--- src/rtl/pcseq_pkg.sv ---
package pcseq_pkg;
  // Strobes from control to datapath, valid for one cycle
  typedef struct packed {
    logic advance;   // shift the address pipeline
    logic redirect;  // next address comes from the branch target
    logic retire;    // count one retired instruction
  } seqCtl_t;
endpackage

--- src/rtl/pcseq_ctrl.sv ---
module pcseq_ctrl
  import pcseq_pkg::*;
(
  input  logic    clk,
  input  logic    rstN,
  input  logic    stepEn,
  input  logic    brTaken,
  input  logic    excPending,
  input  logic    bkptHit,
  output seqCtl_t ctl,
  output logic    execOk,
  output logic    bkptStop
);
  logic armed;
  logic proceed;

  // Breakpoint is checked at fetch, before the exception path
  assign bkptStop = stepEn & bkptHit & ~armed;
  assign proceed  = stepEn & ~bkptStop;
  assign execOk   = proceed & ~excPending;

  always_comb begin
    ctl          = '0;
    ctl.advance  = proceed;
    ctl.redirect = proceed & ~excPending & brTaken;
    ctl.retire   = proceed & ~excPending;
  end

  always_ff @(posedge clk) begin
    if (!rstN)          armed <= 1'b0;
    else if (bkptStop)  armed <= 1'b1;
    else if (proceed)   armed <= 1'b0;
  end

  AST_BKPT_ONCE: assert property (@(posedge clk) disable iff (!rstN)
    bkptStop |=> !bkptStop);
  AST_STOP_NO_ADV: assert property (@(posedge clk) disable iff (!rstN)
    $onehot0({ctl.advance, bkptStop}));
  AST_EXC_NO_EXEC: assert property (@(posedge clk) disable iff (!rstN)
    excPending |-> !execOk && !ctl.redirect);
  AST_RETIRE_ADV: assert property (@(posedge clk) disable iff (!rstN)
    ctl.retire |-> ctl.advance);
endmodule

--- src/rtl/pcseq_datapath.sv ---
module pcseq_datapath
  import pcseq_pkg::*;
#(
  parameter int                ADDR_W     = 32,
  parameter int                INSN_BYTES = 4,
  parameter logic [ADDR_W-1:0] RST_OFFSET = 'h100,
  parameter logic [ADDR_W-1:0] HIGH_BASE  = 'hF000_0000,
  parameter int                CNT_W      = 32
) (
  input  logic              clk,
  input  logic              rstN,
  input  logic              prefixHigh,
  input  seqCtl_t           ctl,
  input  logic [ADDR_W-1:0] brTarget,
  output logic [ADDR_W-1:0] fetchAddr,
  output logic [ADDR_W-1:0] nextAddr,
  output logic [ADDR_W-1:0] prevAddr,
  output logic              inDelaySlot,
  output logic [CNT_W-1:0]  retiredCnt
);
  localparam logic [ADDR_W-1:0] STEP = ADDR_W'(INSN_BYTES);

  logic [ADDR_W-1:0] rstBase;
  logic [ADDR_W-1:0] rstPc;
  logic [ADDR_W-1:0] seqNext;

  assign rstBase = prefixHigh ? HIGH_BASE : '0;
  assign rstPc   = rstBase + RST_OFFSET;
  assign seqNext = nextAddr + STEP;

  always_ff @(posedge clk) begin
    if (!rstN) begin
      fetchAddr   <= rstPc;
      nextAddr    <= rstPc + STEP;
      prevAddr    <= rstBase;
      inDelaySlot <= 1'b0;
    end else if (ctl.advance) begin
      prevAddr    <= fetchAddr;
      fetchAddr   <= nextAddr;
      nextAddr    <= ctl.redirect ? brTarget : seqNext;
      inDelaySlot <= ctl.redirect;
    end
  end

  always_ff @(posedge clk) begin
    if (!rstN)           retiredCnt <= '0;
    else if (ctl.retire) retiredCnt <= retiredCnt + 1'b1;
  end

  AST_PREV_TRACKS: assert property (@(posedge clk) disable iff (!rstN)
    ctl.advance |=> prevAddr == $past(fetchAddr));
  AST_SEQ_NEXT: assert property (@(posedge clk) disable iff (!rstN)
    ctl.advance && !ctl.redirect |=> nextAddr == fetchAddr + STEP && !inDelaySlot);
  AST_BR_NEXT: assert property (@(posedge clk) disable iff (!rstN)
    ctl.advance && ctl.redirect |=> nextAddr == $past(brTarget) && inDelaySlot);
  AST_HOLD: assert property (@(posedge clk) disable iff (!rstN)
    !ctl.advance |=> $stable(fetchAddr) && $stable(nextAddr) && $stable(prevAddr));
  AST_CNT_HOLD: assert property (@(posedge clk) disable iff (!rstN)
    !ctl.retire |=> $stable(retiredCnt));
endmodule

--- src/rtl/delay_slot_pc_seq.sv ---
module delay_slot_pc_seq
  import pcseq_pkg::*;
#(
  parameter int                ADDR_W     = 32,
  parameter int                INSN_BYTES = 4,
  parameter logic [ADDR_W-1:0] RST_OFFSET = 'h100,
  parameter logic [ADDR_W-1:0] HIGH_BASE  = 'hF000_0000,
  parameter int                CNT_W      = 32
) (
  input  logic              clk,
  input  logic              rstN,
  input  logic              prefixHigh,
  input  logic              stepEn,
  input  logic              brTaken,
  input  logic [ADDR_W-1:0] brTarget,
  input  logic              excPending,
  input  logic              bkptHit,
  output logic [ADDR_W-1:0] fetchAddr,
  output logic [ADDR_W-1:0] nextAddr,
  output logic [ADDR_W-1:0] prevAddr,
  output logic              inDelaySlot,
  output logic              execOk,
  output logic              bkptStop,
  output logic [CNT_W-1:0]  retiredCnt
);
  seqCtl_t ctl;

  pcseq_ctrl i_ctrl (
    .clk        (clk),
    .rstN       (rstN),
    .stepEn     (stepEn),
    .brTaken    (brTaken),
    .excPending (excPending),
    .bkptHit    (bkptHit),
    .ctl        (ctl),
    .execOk     (execOk),
    .bkptStop   (bkptStop)
  );

  pcseq_datapath #(
    .ADDR_W     (ADDR_W),
    .INSN_BYTES (INSN_BYTES),
    .RST_OFFSET (RST_OFFSET),
    .HIGH_BASE  (HIGH_BASE),
    .CNT_W      (CNT_W)
  ) i_datapath (
    .clk         (clk),
    .rstN        (rstN),
    .prefixHigh  (prefixHigh),
    .ctl         (ctl),
    .brTarget    (brTarget),
    .fetchAddr   (fetchAddr),
    .nextAddr    (nextAddr),
    .prevAddr    (prevAddr),
    .inDelaySlot (inDelaySlot),
    .retiredCnt  (retiredCnt)
  );
endmodule

--- config.mk ---
export PLATFORM = sky130hd
export DESIGN_NAME = delay_slot_pc_seq
export DESIGN_NICKNAME = d
export VERILOG_FILES = /design/src/rtl/pcseq_pkg.sv /design/src/rtl/pcseq_ctrl.sv /design/src/rtl/pcseq_datapath.sv /design/src/rtl/delay_slot_pc_seq.sv
export SDC_FILE = /design/constraint.sdc
export NUM_CORES = 1
export LEC_CHECK = 0
export ABC_AREA = 1
export BUFFER_PORTS_ARGS = -buffer_cell sky130_fd_sc_hd__buf_2
export CAP_MARGIN = 20
export CORE_AREA = 2 2 115 117
export DETAILED_ROUTE_END_ITERATION = 12
export DIE_AREA = 0 0 117 119
export GPL_ROUTABILITY_DRIVEN = 0
export PLACE_DENSITY_LB_ADDON = 0.25
export SLEW_MARGIN = 20
export SYNTH_ARGS = -nofsm -noshare
export SYNTH_HDL_FRONTEND = slang
export SYNTH_SLANG_ARGS = --single-unit
--- constraint.sdc ---
create_clock -name clk -period 3.6 [get_ports clk]
set_clock_uncertainty 0.15 [all_clocks]
set_input_delay 0.18 -clock clk [delete_from_list [all_inputs] [get_ports clk]]
set_output_delay 0.18 -clock clk [all_outputs]
set_load 0.02 [all_outputs]
==> impl_metrics.env, run 1 <==
export IMPL_outcome="completed"
export IMPL_path_cells="dlygate4sd3_1, buf_2, inv_1, buf_4, nor2_2, buf_4, nand2_1, o21ai_1"
export IMPL_rows=42
export IMPL_synth_area_sq_um=6554
export IMPL_switching_share=0.2543
export IMPL_rsz0062_at_grt="no"
export IMPL_hp_start="stepEn"
export IMPL_crit_buf_inv=5
export IMPL_cp_start_kind="primary input"
export IMPL_overflow=0
export IMPL_synth_area_leaders="edfxtp_1 (44%), nand2_1 (14%), dfxtp_1 (10%)"
export IMPL_crit_type="primary input to register"
export IMPL_drt_wl_total_um=16550
export IMPL_pwr_share_seq=0.434
export IMPL_path_common_cell="buf_4"
export IMPL_antennaDiodeCount=0
export IMPL_combPwrFrac=0.116
export IMPL_leakage_nw=4.208
export IMPL_ys_warn_count=0
export IMPL_die_area_sq_um=13920
export IMPL_holdCritPathClass="primary input to register"
export IMPL_core_area_sq_um=12870
export IMPL_post_cts_buffers=0
export IMPL_grt_max_degree=66
export IMPL_synth_area_per_cell_sq_um=8.233
export IMPL_cts_root_buf="clkbuf_16"
export IMPL_report_final_slew_viol_count=0
export IMPL_synth_top_cell_area_share=0.4399
export IMPL_setup_viol=0
export IMPL_drcViolationCount=0
export IMPL_viasPerCell=4.908
export IMPL_clock_sinks=130
export IMPL_fill_cells=1071
export IMPL_worst_slew_pin_slew_ps=813.1
export IMPL_antenna_found_initial=0
export IMPL_ys_seq_area_frac=0.5437
export IMPL_ys_flop_type="edfxtp_1"
export IMPL_cp_end_kind="register"
export IMPL_pin_count=170
export IMPL_synthArstFlopShare=0
export IMPL_grt_usage=0.2445
export IMPL_required_ps=3710
export IMPL_multi_input_area_sq_um=2349
export IMPL_fmax_mhz=411.5
export IMPL_switching_power_w=0.001069
export IMPL_nets=1047
export IMPL_route_vias_total=5865
export IMPL_crit_slowest_cell="nor2_2"
export IMPL_path_clk_slew_ps=60
export IMPL_p_int_w=0.003134
export IMPL_clock_path_buffers=2
export IMPL_period_share=0.6750
export IMPL_clkPwrFrac=0.450
export IMPL_die_w_um=117
export IMPL_syn_to_final_growth_pct=30.95
export IMPL_cts_buffers=17
export IMPL_grt_pass1_wl_um=26320
export IMPL_finalHoldViolCount=0
export IMPL_postRouteAntennaNets=0
export IMPL_max_stage_delay_ps=660
export IMPL_ys_ff_latch=130
export IMPL_htreeDepth=4
export IMPL_final_seq_area_sq_um=3563
export IMPL_slew_headroom=0.4574
export IMPL_clk_latency_ps=420
export IMPL_r2r_start="i_ctrl.armed"
export IMPL_path_max_fanout=20
export IMPL_max_vdd_ir_drop_uv=237.1
export IMPL_synth_edf_count=96
export IMPL_die_h_um=119
export IMPL_synth_top_cell_by_area="edfxtp_1"
export IMPL_post_route_util=0.6666
export IMPL_grt_pass1_vias=5280
export IMPL_start_util=0.5090
export IMPL_ys_types=37
export IMPL_synth_nets=837
export IMPL_critPathLaunch="rstN"
export IMPL_hpwl_um=11320
export IMPL_cts_tree="built"
export IMPL_synth_cells=796
export IMPL_worstPathArrival_ps=2540
export IMPL_cts_resized=0
export IMPL_drtPass1Iterations=6
export IMPL_drt_iter0_markers=466
export IMPL_cp_top_family="buffers and inverters"
export IMPL_p_per_area_nw_per_um2=489.7
export IMPL_wl_per_cell_um=13.85
export IMPL_drv_cap=0
export IMPL_port_buffers=169
export IMPL_drive_gt1_frac=0.2345
export IMPL_finalCriticalPeriod_ps=2430
export IMPL_tns_ps=0
## path summary, 6_finish.rpt
kind	depth (start not counted)	to	slack, ps
hold / removal	5	i_ctrl.armed	10
setup / recovery	8	i_datapath.nextAddr[19]	1170
setup reg to reg	7	i_datapath.nextAddr[19]	1220
hold reg to reg	2	i_datapath.retiredCnt[12]	310
## synthesized netlist by cell type (7+ instances only)
cell / count
inv_1: 141
nand3_1: 40
nand4_1: 16
a21oi_1: 20
xor2_1: 8
o21ai_1: 17
nand2_1: 238
nor3_1: 17
inv_2: 7
dfxtp_1: 34
edfxtp_1: 96
nor2_1: 82
nand2_2: 7
o21ai_0: 14
## kinds of logic after synthesis
logic type / after synthesis / share of synthesized area
simple gates: 423 / 0.2843
buf+inv: 167 / 0.09908
flops: 130 / 0.5437
compound gates: 60 / 0.05040
xor+xnor: 14 / 0.01871
fa+ha+maj: 2 / 0.003818
## placed cells by master, fill, tap and decap left out, drive strengths merged, types with 4 or more instances in the layout
| cell type | n |
|---|---|
| a21oi | 20 |
| buf | 173 |
| bufinv | 5 |
| clkbuf | 20 |
| clkinv | 5 |
| dfxtp | 34 |
| dlygate4sd3 | 36 |
| edfxtp | 96 |
| inv | 149 |
| nand2 | 246 |
| nand3 | 43 |
| nand4 | 17 |
| nor2 | 95 |
| nor3 | 19 |
| o21ai | 32 |
| o21bai | 4 |
| xnor2 | 6 |
| xor2 | 8 |
## power by group through the flow
stage | logic, W | registers (W) | clock network (W)
final | 0.000489 | 0.00182 | 0.00189
after floorplan | 0.000162 | 0.00197 | 0
after global routing | 0.000534 | 0.00184 | 0.00197
after global placement | 0.000448 | 0.00185 | 0
after CTS | 0.000487 | 0.00182 | 0.00190
after detailed placement | 0.000455 | 0.00185 | 0
## tightest hold or removal path, stage by stage
cell	delay (ps)
buf_2	120
inv_1	70
nor3_1	50
nor2_1	80
nor2_1	40
## sequential cells by signal, indices dropped and copies added (netlist names)
register / flops
i_datapath.fetchAddr: 32
i_datapath.inDelaySlot: 1
i_ctrl.armed: 1
i_datapath.prevAddr: 32
i_datapath.nextAddr: 32
i_datapath.retiredCnt: 32
## final cells by class
class / instances / share of cell area
repair buffers: 209 / 0.1455
well taps: 176 / 0.02566
clock inverters: 12 / 0.02391
clock buffers: 20 / 0.05088
multi-input cells: 499 / 0.2737
inverters: 149 / 0.06517
flip-flops and latches: 130 / 0.4152
## metal layers
metal | vias to the layer above | routed length [um] | global-route usage
met1 | 2638 | 7537 | 0.3480
li1 | 2944 | - | -
met2 | 249 | 7448 | 0.3678
met4 | 0 | 398 | 0.09265
met5 | - | 0 | 0
met3 | 34 | 1169 | 0.05140
## stage by stage
| stage | std cells | hold slack, ps | area [sq um] | setup WS [ps] | total power (W) |
|---|---|---|---|---|---|
| 2_1_floorplan | 796 | 203.0 | 6554 | 383.7 | 0.002130 |
| 3_3_place_gp | 1127 | 298.7 | 7580 | 1368 | 0.002300 |
| 3_5_place_dp | 1127 | 298.8 | 7580 | 1292 | 0.002306 |
| 4_1_cts | 1195 | 5.191 | 8582 | 1265 | 0.004211 |
| 5_1_grt | 1195 | 80.38 | 8582 | 1052 | 0.004339 |
| 6_report | 1195 | 13.99 | 8582 | 1170 | 0.004203 |
## repair_timing
action / 4_1_cts / 5_1_grt
hold buffers: 36 / 0
endpoints found under the setup margin: 0 / 0
hold endpoints to repair: 36 / 0
(Power assumes the default switching activity.)
==> run 2: changes to the inputs <==
- CORE_AREA: 2 2 115 117 -> 2 2 120 122
- DIE_AREA: 0 0 117 119 -> 0 0 122 124
- clock period: 3.6 -> 2.1 ns (I/O delays scaled with it)
==> run 2 against run 1 <==
  * Utilization is 3.3 points lower
  * Hold slack better by 70 ps
  * First-iteration DRC count is 8.2% higher
  * Clock-buffer cell count is 3 lower
  * Clock power is 59% higher
  * Critical path type is now register to register
  * Critical endpoint is now i_datapath.nextAddr[22]
==> impl_metrics.env, run 2 (synthesized netlist as in run 1, its figures left out) <==
export IMPL_r2r_start="i_datapath.nextAddr[3]"
export IMPL_max_vdd_ir_drop_uv=489.9
export IMPL_fmax_mhz=508.2
export IMPL_reg2reg_to="i_datapath.nextAddr[22]"
export IMPL_hp_start="excPending"
export IMPL_nets=1059
export IMPL_worstPathArrival_ps=2000
export IMPL_final_cell_mix="nand2_1 (237), buf_2 (169), inv_1 (141)"
export IMPL_rows=43
export IMPL_antenna_found_initial=0
export IMPL_r2r_cells=10
export IMPL_whs_path_depth=4
export IMPL_core_area_sq_um=13720
export IMPL_die_area_sq_um=15130
export IMPL_post_cts_buffers=0
export IMPL_overflow=0
export IMPL_route_vias_total=5909
export IMPL_viasPerCell=4.879
export IMPL_grt_pass1_vias=5402
export IMPL_path_max_fanout=5
export IMPL_report_final_slew_viol_count=0
export IMPL_drt_wl_total_um=16890
export IMPL_holdCritPathClass="primary input to register"
export IMPL_rsz0062_at_grt="no"
export IMPL_finalCriticalPeriod_ps=1968
export IMPL_required_ps=2130
export IMPL_drv_cap=0
export IMPL_period_share=0.9370
export IMPL_worst_slew_pin_slew_ps=377.3
export IMPL_clk_latency_ps=420
export IMPL_slew_headroom=0.7481
export IMPL_htreeDepth=4
export IMPL_finalHoldViolCount=0
export IMPL_crit_type="register to register"
export IMPL_start_util=0.4777
export IMPL_antennaDiodeCount=0
export IMPL_drtPass1Iterations=5
export IMPL_die_w_um=122
export IMPL_drcViolationCount=0
export IMPL_drive_gt1_frac=0.2435
export IMPL_drt_iter0_markers=504
export IMPL_p_per_area_nw_per_um2=804.7
export IMPL_clock_sinks=130
export IMPL_leakage_nw=4.261
export IMPL_clock_path_buffers=2
export IMPL_reg2reg_setup_slack_ps=130
export IMPL_final_common_cell="nand2_1"
export IMPL_die_h_um=124
export IMPL_syn_to_final_growth_pct=32.63
export IMPL_cts_root_buf="clkbuf_16"
export IMPL_post_route_util=0.6336
export IMPL_wl_per_cell_um=13.95
export IMPL_cp_start_kind="register"
export IMPL_tns_ps=0
export IMPL_hold_path_endpoint="i_datapath.retiredCnt[0]"
export IMPL_fill_cells=1185
export IMPL_pin_count=170
export IMPL_cts_buffers=17
export IMPL_hpwl_um=11910
export IMPL_port_buffers=169
export IMPL_postRouteAntennaNets=0
export IMPL_grt_usage=0.2269
export IMPL_cp_end_kind="register"
export IMPL_setup_viol=0
export IMPL_grt_max_degree=72
export IMPL_outcome="completed"
export IMPL_cts_resized=0
export IMPL_grt_pass1_wl_um=26520
export IMPL_path_clk_slew_ps=60
export IMPL_cts_tree="built"
==> run 2: worst max-delay path, stage by stage, from the launching register on <==
cell	delay [ps]
edfxtp_1	430
ha_1	210
nand2_1	90
nor2_4	160
nand2_4	100
nor2_8	140
nand2_2	100
inv_2	110
nand3_1	80
nand3_1	100
nand2_1	50
==> run 2: final cells by class <==
class,instances,area [sq um],area share
Clock buffer,17,425.4,0.04894
Clock inverter,15,173.9,0.02001
Inverter,149,559.3,0.06434
Multi-Input combinational cell,499,2349,0.2702
Sequential cell,130,3563,0.4100
Tap cell,180,225.2,0.02591
Timing Repair Buffer,221,1396,0.1606
==> run 2: worst max-delay path by stage <==
| stage | from | endpoint | slack, ps | depth (start not counted) |
|---|---|---|---|---|
| finish | i_datapath.nextAddr[3] | i_datapath.nextAddr[22] | 130 | 10 |
| global route | i_datapath.nextAddr[13] | i_datapath.nextAddr[21] | 10 | 9 |
| CTS | i_datapath.nextAddr[3] | i_datapath.nextAddr[22] | 140 | 10 |
| detailed placement | i_datapath.nextAddr[3] | i_datapath.nextAddr[22] | 150 | 10 |
| global placement | i_datapath.nextAddr[13] | i_datapath.nextAddr[21] | 210 | 9 |
| floorplan | i_datapath.nextAddr[2] | i_datapath.nextAddr[22] | 170 | 10 |
==> run 2: what timing repair did <==
item | in CTS | in global routing
setup endpoints to repair | 0 | 0
hold buffers | 39 | 0
endpoints found under the hold margin | 42 | 0
==> run 2: report_power, final <==
part	internal, W	switching [W]
Combinational	0.000309	0.000571
Sequential	0.00297	0.000139
Clock	0.00178	0.00122
Total	0.00507	0.00193
==> run 2: per-layer routing <==
| metal | wire (um) | up-vias | global-route usage | part of all wire |
|---|---|---|---|---|
| met5 | 0 | - | 0 | 0 |
| met2 | 7834 | 203 | 0.3509 | 0.46 |
| met1 | 7503 | 2715 | 0.3043 | 0.44 |
| met4 | 335 | 0 | 0.09626 | 0.020 |
| met3 | 1219 | 27 | 0.05769 | 0.072 |
| li1 | - | 2964 | - | - |
==> run 2: per-stage QoR <==
step	worst slack (ps)	total power (W)	area, sq um	std cells	hold WS (ps)
2_1_floorplan	165.7	0.003646	6561	796	128.0
3_3_place_gp	213.7	0.003973	7702	1140	226.2
3_5_place_dp	152.7	0.003987	7702	1140	230.6
4_1_cts	136.0	0.007033	8692	1211	72.70
5_1_grt	11.34	0.007247	8692	1211	113.9
6_report	132.3	0.006994	8692	1211	83.77
==> run 3: changes to the inputs <==
- BUFFER_PORTS_ARGS: -buffer_cell sky130_fd_sc_hd__buf_2 -> -buffer_cell sky130_fd_sc_hd__buf_4
==> run 3 against run 2 <==
  * Maximum frequency up 2.4%
  * Cell count hardly changed
  * Sequential power is essentially flat
  * Highest routed layer unchanged
  * Utilization increased by 3.2 points
  * Via count is 0.93% lower
  * Critical endpoint is now i_datapath.nextAddr[31]
  * First-iteration DRC count is 25% lower
  * Sequential cell count is the same
  * Clock power up 6%
  * Critical path type unchanged
  * Combinational power is 13% higher
  * Design area is 5.0% higher
  * Critical path depth down 2
  * Die area is the same
==> impl_metrics.env, run 3 (synthesized netlist as in run 1, its figures left out) <==
export IMPL_drv_cap=0
export IMPL_drcViolationCount=0
export IMPL_clock_path_buffers=2
export IMPL_crit_type="register to register"
export IMPL_reg2reg_to="i_datapath.nextAddr[31]"
export IMPL_nets=1060
export IMPL_core_area_sq_um=13720
export IMPL_cts_tree="built"
export IMPL_die_h_um=124
export IMPL_finalCriticalPeriod_ps=1921
export IMPL_antenna_found_initial=0
export IMPL_cp_start_kind="register"
export IMPL_wl_per_cell_um=14.00
export IMPL_fill_cells=1145
export IMPL_worst_slew_pin_slew_ps=415.4
export IMPL_drt_iter0_markers=379
export IMPL_outcome="completed"
export IMPL_setup_viol=0
export IMPL_reg2reg_setup_slack_ps=180
export IMPL_crit_end="i_datapath.nextAddr[31]"
export IMPL_tns_ps=0
export IMPL_max_vdd_ir_drop_uv=539.7
export IMPL_r2r_cells=8
export IMPL_cp_end_kind="register"
export IMPL_final_cell_mix="nand2_1 (237), buf_4 (181), inv_1 (141)"
export IMPL_overflow=0
export IMPL_required_ps=2130
export IMPL_fmax_mhz=520.5
export IMPL_p_per_area_nw_per_um2=798.6
export IMPL_r2r_start="i_datapath.nextAddr[3]"
export IMPL_routed_top_layer="met4"
export IMPL_grt_usage=0.2299
export IMPL_final_common_cell="nand2_1"
export IMPL_finalHoldViolCount=0
export IMPL_max_stage_delay_ps=420
export IMPL_grt_pass1_wl_um=26910
export IMPL_drt_wl_total_um=16970
export IMPL_critPathLaunch="i_datapath.nextAddr[3]"
export IMPL_postRouteAntennaNets=0
export IMPL_syn_to_final_growth_pct=39.29
export IMPL_post_place_ws_ps=167.2
export IMPL_worstPathArrival_ps=1950
export IMPL_slew_headroom=0.7230
export IMPL_rsz0062_at_grt="no"
export IMPL_port_buffers=169
export IMPL_die_w_um=122
export IMPL_crit_slowest_cell="edfxtp_1"
export IMPL_path_clk_slew_ps=60
export IMPL_met3WireLength_um=1175
export IMPL_leakage_nw=4.356
export IMPL_hpwl_um=12170
export IMPL_clk_latency_ps=420
export IMPL_multi_input_area_sq_um=2351
export IMPL_drive_gt1_frac=0.2461
export IMPL_grt_pass1_vias=5470
export IMPL_route_vias_total=5854
export IMPL_pin_count=170
export IMPL_die_area_sq_um=15130
export IMPL_start_util=0.4777
export IMPL_period_share=0.9148
export IMPL_grt_max_degree=63
export IMPL_holdWs_ps=35.79
export IMPL_cts_buffers=17
export IMPL_final_setup_worst_slack_ps=178.9
export IMPL_cts_root_buf="clkbuf_16"
export IMPL_path_max_fanout=5
export IMPL_path_common_cell="nand3_1"
export IMPL_htreeDepth=4
export IMPL_clock_sinks=130
export IMPL_holdCritPathClass="primary input to register"
export IMPL_m1WireLength_um=7491
export IMPL_final_seq_area_sq_um=3563
export IMPL_report_final_slew_viol_count=0
export IMPL_met2_length_um=8036
export IMPL_antennaDiodeCount=0
export IMPL_path_cells="buf_4, nand3_2, nor3_4, nand2_2, nor2_2, nand3_1, nand3_1, nand2_1"
export IMPL_drtPass1Iterations=5
export IMPL_rows=43
export IMPL_viasPerCell=4.830
## run 3: worst min path at each step
stage                 start                       end  slack (ps)  depth (start not counted)
5_1_grt          excPending  i_datapath.retiredCnt[0]          50                          4
6_report         excPending  i_datapath.retiredCnt[0]          40                          4
4_1_cts          excPending  i_datapath.retiredCnt[0]          20                          4
3_3_place_gp   brTarget[27]   i_datapath.nextAddr[27]         230                          3
2_1_floorplan       brTaken    i_datapath.inDelaySlot         130                          2
3_5_place_dp   brTarget[21]   i_datapath.nextAddr[21]         230                          3
## run 3: repair_timing
action                                 in CTS  in global routing
hold buffers                               38                  0
setup endpoints to repair                   0                  2
buffers inserted                            0                  3
gates resized for setup                     0                  1
endpoints found under the hold margin      46                  0
## run 3: where the power goes
part	switching [W]	internal, W	total [W]
Clock	0.00117	0.00200	0.00317
Sequential	0.000148	0.00298	0.00312
Combinational	0.000575	0.000422	0.000996
## run 3: metrics by stage
stage | power [W] | instances | cell area [sq um] | utilization
after floorplan | 0.003646 | 796 | 6561 | -
after global placement | 0.004087 | 1139 | 8093 | 0.5899
after detailed placement | 0.004102 | 1139 | 8093 | 0.5899
after CTS | 0.007311 | 1209 | 9104 | 0.6636
after global routing | 0.007549 | 1212 | 9129 | 0.6654
final | 0.007290 | 1212 | 9129 | 0.6654
## run 3: metal layers
metal  global-route usage  vias up
met5                    0        -
met4              0.08405        0
met3              0.05037       21
met2               0.3729      186
met1               0.3045     2685
li1                     -     2962
## run 3: final cells by class
type | count | area share
tap | 180 | 0.02467
inverter | 149 | 0.06127
clock inverter | 15 | 0.02248
multi-input combinational | 499 | 0.2575
clock buffer | 17 | 0.04660
sequential | 130 | 0.3904
timing repair buffer | 222 | 0.1971
## run 3: worst max-delay path: cells and delay by family, from the launching register on
family,cells,cell delay (ps)
flops,1,420
buf+inv,1,140
simple gates,7,980
